**config.mk**
```make
export PLATFORM = sky130hd
export DESIGN_NAME = uart_rx_irq_regs
export DESIGN_NICKNAME = d
export VERILOG_FILES = /design/src/rtl/uart_rx_irq_pkg.sv /design/src/rtl/uart_rx_irq_decode.sv /design/src/rtl/uart_rx_irq_rbuf.sv /design/src/rtl/uart_rx_irq_ien.sv /design/src/rtl/uart_rx_irq_ident.sv /design/src/rtl/uart_rx_irq_regs.sv
export SDC_FILE = /design/constraint.sdc
export NUM_CORES = 1
export LEC_CHECK = 0
export BUFFER_PORTS_ARGS = -buffer_cell sky130_fd_sc_hd__buf_2
export CAP_MARGIN = 20
export CORE_MARGIN = 4
export CORE_UTILIZATION = 41
export DETAILED_ROUTE_END_ITERATION = 12
export GPL_TIMING_DRIVEN = 0
export PLACE_DENSITY = 0.78
export SLEW_MARGIN = 20
export SYNTH_ARGS = -nofsm -noshare
export SYNTH_HDL_FRONTEND = slang
export SYNTH_HIERARCHICAL = 1
export SYNTH_SLANG_ARGS = --single-unit
```
**constraint.sdc**
```tcl
create_clock -name clk -period 2.08 [get_ports clk]
set_input_delay 0.416 -clock clk [delete_from_list [all_inputs] [get_ports clk]]
set_output_delay 0.416 -clock clk [all_outputs]
set_load 0.005 [all_outputs]
```
**src/rtl/uart_rx_irq_pkg.sv**
```systemverilog
// Package: shared register offsets and identification codes for the
// serial receiver interrupt register block. Assumes a byte-wide data bus.
package uart_rx_irq_pkg;

    localparam int DATA_W   = 8;
    localparam int NUM_REGS = 3;

    // Register offsets relative to the base address
    localparam logic [1:0] OFF_RBUF  = 2'd0;
    localparam logic [1:0] OFF_IEN   = 2'd1;
    localparam logic [1:0] OFF_IDENT = 2'd2;

    // Identification source field (bits 2:1)
    typedef enum logic [1:0] {
        SRC_NONE  = 2'b00,
        SRC_RXDAT = 2'b10
    } irq_src_e;

    // Build an identification code from its pending flag and source
    function automatic logic [DATA_W-1:0] ident_code(input logic pend, input irq_src_e src);
        logic [DATA_W-1:0] c;
        c      = '0;
        c[0]   = ~pend;
        c[2:1] = pend ? src : SRC_NONE;
        return c;
    endfunction

endpackage

```
**src/rtl/uart_rx_irq_decode.sv**
```systemverilog
// Module: address decoder. Produces one-hot read and write selects for
// the register slots at BASE_ADDR + k. Assumes strobes are single-cycle
// qualified by the caller's clock.
module uart_rx_irq_decode #(
    parameter int          ADDR_W    = 16,
    parameter logic [15:0] BASE_ADDR = 16'h03F8,
    parameter int          NUM_REGS  = 3
) (
    input  logic [ADDR_W-1:0]   io_addr,
    input  logic                io_rd,
    input  logic                io_wr,
    output logic [NUM_REGS-1:0] rd_sel,
    output logic [NUM_REGS-1:0] wr_sel
);

    localparam logic [ADDR_W-1:0] BASE = ADDR_W'(BASE_ADDR);

    // One comparator per register slot
    for (genvar k = 0; k < NUM_REGS; k++) begin : g_slot
        logic hit;
        always_comb begin
            // Purpose: match the address against slot k
            hit       = (io_addr == BASE + ADDR_W'(k));
            rd_sel[k] = hit & io_rd;
            wr_sel[k] = hit & io_wr;
        end
    end

endmodule

```
**src/rtl/uart_rx_irq_rbuf.sv**
```systemverilog
// Module: receive holding register and data-ready flag. A new byte
// always wins over a simultaneous clearing read, so no byte is lost.
module uart_rx_irq_rbuf #(
    parameter int DATA_W = 8
) (
    input  logic              clk,
    input  logic              rst_n,
    input  logic [DATA_W-1:0] rx_byte,
    input  logic              rx_valid,
    input  logic              rd_clr,
    output logic [DATA_W-1:0] rbuf_q,
    output logic              ready_q
);

    // Purpose: capture received bytes and track data-ready
    always_ff @(posedge clk) begin
        if (!rst_n) begin
            rbuf_q  <= '0;
            ready_q <= 1'b0;
        end else if (rx_valid) begin
            rbuf_q  <= rx_byte;
            ready_q <= 1'b1;
        end else if (rd_clr) begin
            ready_q <= 1'b0;
        end
    end

endmodule

```
**src/rtl/uart_rx_irq_ien.sv**
```systemverilog
// Module: interrupt enable register. Only bit 0 (received data) is
// implemented; other bits read as zero.
module uart_rx_irq_ien #(
    parameter int DATA_W = 8
) (
    input  logic              clk,
    input  logic              rst_n,
    input  logic              wr_en,
    input  logic [DATA_W-1:0] wdata,
    output logic              en_q,
    output logic [DATA_W-1:0] rd_val
);

    // Purpose: hold the received-data interrupt enable
    always_ff @(posedge clk) begin
        if (!rst_n)
            en_q <= 1'b0;
        else if (wr_en)
            en_q <= wdata[0];
    end

    // Purpose: readback with unimplemented bits at zero
    always_comb begin
        rd_val    = '0;
        rd_val[0] = en_q;
    end

endmodule

```
**src/rtl/uart_rx_irq_ident.sv**
```systemverilog
// Module: interrupt identification and request. Purely combinational
// from the data-ready flag and the enable; reading it has no effect.
module uart_rx_irq_ident
    import uart_rx_irq_pkg::*;
#(
    parameter int ID_W = 8
) (
    input  logic            ready,
    input  logic            en,
    output logic [ID_W-1:0] ident,
    output logic            irq
);

    logic pend;

    // Purpose: form pending condition, identification code and request
    always_comb begin
        pend  = ready & en;
        ident = ID_W'(ident_code(pend, SRC_RXDAT));
        irq   = pend;
    end

endmodule

```
**src/rtl/uart_rx_irq_regs.sv**
```systemverilog
// Module: top of the serial receiver interrupt register block. Assumes
// bytes arrive already deserialised and the host uses single-cycle
// read and write strobes; read data is combinational.
module uart_rx_irq_regs
    import uart_rx_irq_pkg::*;
#(
    parameter int          ADDR_W    = 16,
    parameter logic [15:0] BASE_ADDR = 16'h03F8
) (
    input  logic              clk,
    input  logic              rst_n,
    input  logic [DATA_W-1:0] rx_byte,
    input  logic              rx_valid,
    input  logic [ADDR_W-1:0] io_addr,
    input  logic              io_rd,
    input  logic              io_wr,
    input  logic [DATA_W-1:0] io_wdata,
    output logic [DATA_W-1:0] io_rdata,
    output logic              irq
);

    logic [NUM_REGS-1:0] rd_sel;
    logic [NUM_REGS-1:0] wr_sel;
    logic [DATA_W-1:0]   rbuf_q;
    logic                data_ready;
    logic                ien_q;
    logic [DATA_W-1:0]   ien_rd;
    logic [DATA_W-1:0]   ident_rd;

    uart_rx_irq_decode #(
        .ADDR_W    (ADDR_W),
        .BASE_ADDR (BASE_ADDR),
        .NUM_REGS  (NUM_REGS)
    ) u_decode (
        .io_addr (io_addr),
        .io_rd   (io_rd),
        .io_wr   (io_wr),
        .rd_sel  (rd_sel),
        .wr_sel  (wr_sel)
    );

    uart_rx_irq_rbuf #(.DATA_W(DATA_W)) u_rbuf (
        .clk      (clk),
        .rst_n    (rst_n),
        .rx_byte  (rx_byte),
        .rx_valid (rx_valid),
        .rd_clr   (rd_sel[OFF_RBUF]),
        .rbuf_q   (rbuf_q),
        .ready_q  (data_ready)
    );

    uart_rx_irq_ien #(.DATA_W(DATA_W)) u_ien (
        .clk    (clk),
        .rst_n  (rst_n),
        .wr_en  (wr_sel[OFF_IEN]),
        .wdata  (io_wdata),
        .en_q   (ien_q),
        .rd_val (ien_rd)
    );

    uart_rx_irq_ident #(.ID_W(DATA_W)) u_ident (
        .ready (data_ready),
        .en    (ien_q),
        .ident (ident_rd),
        .irq   (irq)
    );

    // Purpose: read data mux, zero when no slot is selected
    always_comb begin
        io_rdata = '0;
        unique case (1'b1)
            rd_sel[OFF_RBUF]:  io_rdata = rbuf_q;
            rd_sel[OFF_IEN]:   io_rdata = ien_rd;
            rd_sel[OFF_IDENT]: io_rdata = ident_rd;
            default:           io_rdata = '0;
        endcase
    end

endmodule

```
# Word-level counts from Yosys, hierarchy flattened
# Cells that the tools add are included.
[op_classes]
bitwise_logic = 6
n_eq_ne = 3
mux = 4
reduce_logical = 1
[op_table]
columns = ["cell", "n"]
rows = [
  ["16-bit by 10-bit == test with 1-bit output, second input constant", 3],
  ["8-bit case mux with 3 select lines", 1],
  ["1-bit bitwise AND", 5],
  ["1-bit two-way mux", 2],
  ["2-bit two-way mux", 1],
  ["2-bit nonzero test", 1],
  ["1-bit inverter", 1],
]
[totals]
out_inout_bits = 9
reg_bits = 10

# Longest topological paths before layout
[logic_depth]
ltp_word = 4
mapped_depth = 6

# Modules after synthesis
# Netlist, hierarchy kept.
[modules_own_cells]
columns = ["module", "n_inst", "cells_each", "area_per_inst_um2"]
rows = [
  ["uart_rx_irq_rbuf", 1, 28, 335.3],
  ["uart_rx_irq_decode", 1, 17, 120.1],
  ["uart_rx_irq_regs", 1, 18, 120.1],
  ["uart_rx_irq_ien", 1, 12, 100.1],
  ["uart_rx_irq_ident", 1, 10, 66.3],
]

# Worst setup path after synthesis
# No wires, ideal clock.
[synth_timing]
path_type = "input-to-output"
startpoint = "input port io_addr[13]"
endpoint = "output port io_rdata[0]"
t_arrival_ns = 1.387
path_slack_ns = 0.277
required_time_ns = 1.664
stages = 5
path_buffers = 0
path_cell_list = "nor4_4 -> nand4_2 -> nor2_1 -> a222oi_1 -> inv_1"
[synth_via]
elab_chain_len = 3
elab_cells_between_ends = 7
cone_classes = "eq/ne (3); mux (1); bitwise (3)"
[synth_lines]
columns = ["item", "line_no", "source"]
rows = [
  ["from (decl)", "uart_rx_irq_regs.sv:14", "input logic [ADDR_W-1:0] io_addr,"],
  ["16-bit by 10-bit == test with 1-bit output", "uart_rx_irq_decode.sv:23", "hit = (io_addr == BASE + ADDR_W'(k));"],
  ["1-bit bitwise AND", "uart_rx_irq_decode.sv:24", "rd_sel[k] = hit & io_rd;"],
  ["net rd_sel[2]", "uart_rx_irq_regs.sv:22", "logic [NUM_REGS-1:0] rd_sel;"],
  ["8-bit case mux with 3 select lines", "uart_rx_irq_regs.sv:71", "unique case (1'b1)"],
  ["to (decl)", "uart_rx_irq_regs.sv:18", "output logic [DATA_W-1:0] io_rdata,"],
]
# The timed path passes the listed nets, and every way through them passes these cells.

# Worst setup path in the final report
[layout_timing]
startpoint = "input port io_addr[7]"
endpoint = "output port io_rdata[0]"
# Same word-level chain as after synthesis.

==> summary.log <==
INFO  run_status     outcome=finished, final reports clean
INFO  pwr            seq_power_share=50.6%
INFO  critical_path  worst_setup_path_start_kind=input pin
INFO  grt            grt_pass1_wl=2.801mm
INFO  worst_hold_path timing.hold.worst.start=rx_byte[4]
INFO  floorplanning  die_h=50.22um
INFO  floorplanning  core-area=1594um^2
INFO  sta            period_share=96.31%
INFO  sta            holdWs=0.4265ns
INFO  synth          synthesized_area_per_cell=8.911um^2
INFO  pwr            powerDensity=383.3nW/um^2
INFO  placed_design  gp_routability_congestion=0.6840
INFO  final_layout   multiInputGateArea=422.9um^2
INFO  critical_path  cp_cell_sequence=buf_2, and4_1, nand4_1, nor2_1, buf_4, a222oi_1, inv_1, buf_2
INFO  cts            cts_tree=built
INFO  critical_path  crit_arrival=1.59ns
INFO  final_layout   final_core_util=67.43%
INFO  placed_design  number_of_i_o_port_buffers=37
INFO  sta            drv_slew=0
INFO  critical_path  crit_fanout=8
INFO  placed_design  dp_hpwl=1.464mm
INFO  grt            antenna_found_initial=0
INFO  critical_path  type_of_the_worst_setup_path=in2out
INFO  critical_path  crit_path_max_incr_delay=0.35ns
INFO  grt            pin_count_of_the_biggest_net_entering_global_routing=11
INFO  floorplanning  placement_rows=14
INFO  final_layout   post_layout_inst_area=1075um^2
INFO  cts            cts_root_buf=sky130_fd_sc_hd__clkbuf_4
INFO  pwr            post-layout-total-power=0.4120mW
INFO  route          post-route-drc-count=0
INFO  flow_run       cap_violations=0
INFO  final_layout   count_of_antenna_diodes_in_the_layout=0
INFO  route          aggregate_routed_wire_length=1.736mm
INFO  final_layout   layout-drive-gt1-share=49.28%
INFO  critical_path  path_buf_inv=4
INFO  final_layout   design.final.nets=177
INFO  cts            max-clock-path-buffers=2
INFO  critical_path  crit_start=io_addr[7]
INFO  synth          synth_cells=82
INFO  synth          mappedNetlistArea=730.7um^2
INFO  sta            finalClockSkew=0ns
INFO  cts            clkLatencyLatePin=0.25ns
INFO  route          detail_route.first_pass.iterations=4
INFO  route          antenna_left=0
INFO  sta            rsz0062_at_grt=false
INFO  pwr            power_switching=0.09062mW
INFO  cts            cts_clk_pin_slew_worst_paths=0.06ns
INFO  route          drt_first_iter_violations=24
INFO  sta            max_clock_freq=0.4992GHz
INFO  cts            cts_inserted_buffers=3
INFO  critical_path  reg2reg_from=u_rbuf/ready_q
INFO  route          post_drt_wl_per_cell=10.72um
INFO  floorplanning  die_width=50.22um
INFO  pwr            pwr-share-comb=20.6%
INFO  synth          synth.yosys.warnings=6
INFO  final_layout   num-fill-cells=140
INFO  cts            cts_htree_levels=1
INFO  placed_design  placed_cell_area=987.2um^2
INFO  pwr            power_leakage=0.6290nW
INFO  worst_hold_path hold_class=in2reg
INFO  critical_path  cp_common_cell=sky130_fd_sc_hd__buf_2
INFO  pwr            p_sw_share=22.00%
INFO  sta            final.setup.tns=0ns
INFO  pwr            p_int=0.3214mW
INFO  floorplanning  floorplan.initialDensity=45.84%
INFO  sta            report.final.setup_viol=0
INFO  grt            grt_usage=14.28%
INFO  cts            cts.sinks=10
INFO  critical_path  crit_family=buffers and inverters
INFO  critical_path  crit_path_end_kind=output pin
INFO  grt            number_of_global_route_vias_before_repair=708
INFO  floorplanning  fp.dieArea=2522um^2
INFO  route          num_vias=698
INFO  critical_path  critical_path.slowest_cell=sky130_fd_sc_hd__a222oi_1
INFO  critical_path  worst_ep_required_time=1.66ns
INFO  pwr            irDropWorstVdd=0.2912mV
INFO  final_layout   area.sequential=200.2um^2
INFO  floorplanning  io_pins=46
INFO  grt            gr-total-overflow=0
INFO  final_layout   area_delta_synth_final=47.09%
INFO  sta            timing.final.hold_violations=0
INFO  pwr            power_frac_clock=28.8%
INFO  sta            fin_crit=2.003ns
INFO  route          post_drt_via_cell_ratio=4.309
## state kept, by name, summed over array words and instances, names as in the netlist
register / cells
u_rbuf/ready_q: 1
u_rbuf/rbuf_q: 8
u_ien/en_q: 1
## layout by cell type, fill, tap and decap left out
cell type / instances
sky130_fd_sc_hd__a222oi_1: 8
sky130_fd_sc_hd__and2_1: 1
sky130_fd_sc_hd__and3b_1: 1
sky130_fd_sc_hd__and4_1: 1
sky130_fd_sc_hd__and4bb_2: 1
sky130_fd_sc_hd__buf_2: 37
sky130_fd_sc_hd__buf_4: 21
sky130_fd_sc_hd__buf_6: 1
sky130_fd_sc_hd__buf_8: 1
sky130_fd_sc_hd__clkbuf_4: 3
sky130_fd_sc_hd__conb_1: 13
sky130_fd_sc_hd__dfxtp_1: 10
sky130_fd_sc_hd__inv_1: 8
sky130_fd_sc_hd__mux2i_1: 9
sky130_fd_sc_hd__nand2_1: 2
sky130_fd_sc_hd__nand2b_1: 2
sky130_fd_sc_hd__nand4_1: 1
sky130_fd_sc_hd__nand4_2: 1
sky130_fd_sc_hd__nor2_1: 2
sky130_fd_sc_hd__nor2_4: 2
sky130_fd_sc_hd__nor2b_1: 10
sky130_fd_sc_hd__nor3b_1: 1
sky130_fd_sc_hd__nor4_4: 1
sky130_fd_sc_hd__o21a_1: 1
## stage by stage
stage,worst slack [ns],instances
finish,0.07672,162
global route,0.006194,162
CTS,0.002983,157
detailed placement,-0.1761,154
global placement,-0.08454,154
floorplan,0.3170,93
## per-layer routing
layer | up-vias | global-route usage, % | part of all wire, %
met4 | 0 | 5.530 | 0
met2 | 16 | 28.70 | 56
met1 | 307 | 14.41 | 38
met3 | 0 | 2.071 | 5.4
met5 | - | 0 | 0
li1 | 375 | - | -
## power by group through the flow
stage	registers, mW	clock network, mW	logic [mW]
after global routing	0.210	0.137	0.0946
after detailed placement	0.213	0	0.0829
after global placement	0.212	0	0.0790
final	0.209	0.119	0.0849
after floorplan	0.210	0	0.0492
after CTS	0.209	0.123	0.0837
## area by class of cell
cell class              count  share of cell area, %
multi-input cells          57                  39.35
repair buffers             42                  20.72
flip-flops and latches     10                  18.63
plain buffers              18                  13.62
inverters                   8                  2.794
well taps                  24                  2.794
clock buffers               3                  2.095
## timing repair
action / 4_1_cts / 5_1_grt
setup endpoints to repair: 8 / 8
pin swaps: 1 / 5
hold buffers: 0 / 0
gates resized for setup: 5 / 5
buffers inserted: 0 / 5
## path summary, 6_finish.rpt
kind                      endpoint  slack, ns  cells past startpoint
setup reg to reg    u_rbuf/ready_q       1.38                      2
setup / recovery       io_rdata[0]       0.08                      8
hold / removal    u_rbuf/rbuf_q[4]       0.43                      3
hold reg to reg   u_rbuf/rbuf_q[7]       0.53                      2
## worst register-to-register path, delay by kind of cell (launching register included)
family          cells  cell delay (ns)
flops               1             0.31
simple gates        1             0.13
compound gates      1             0.16
No activity file was read; power rests on OpenSTA's default activity.
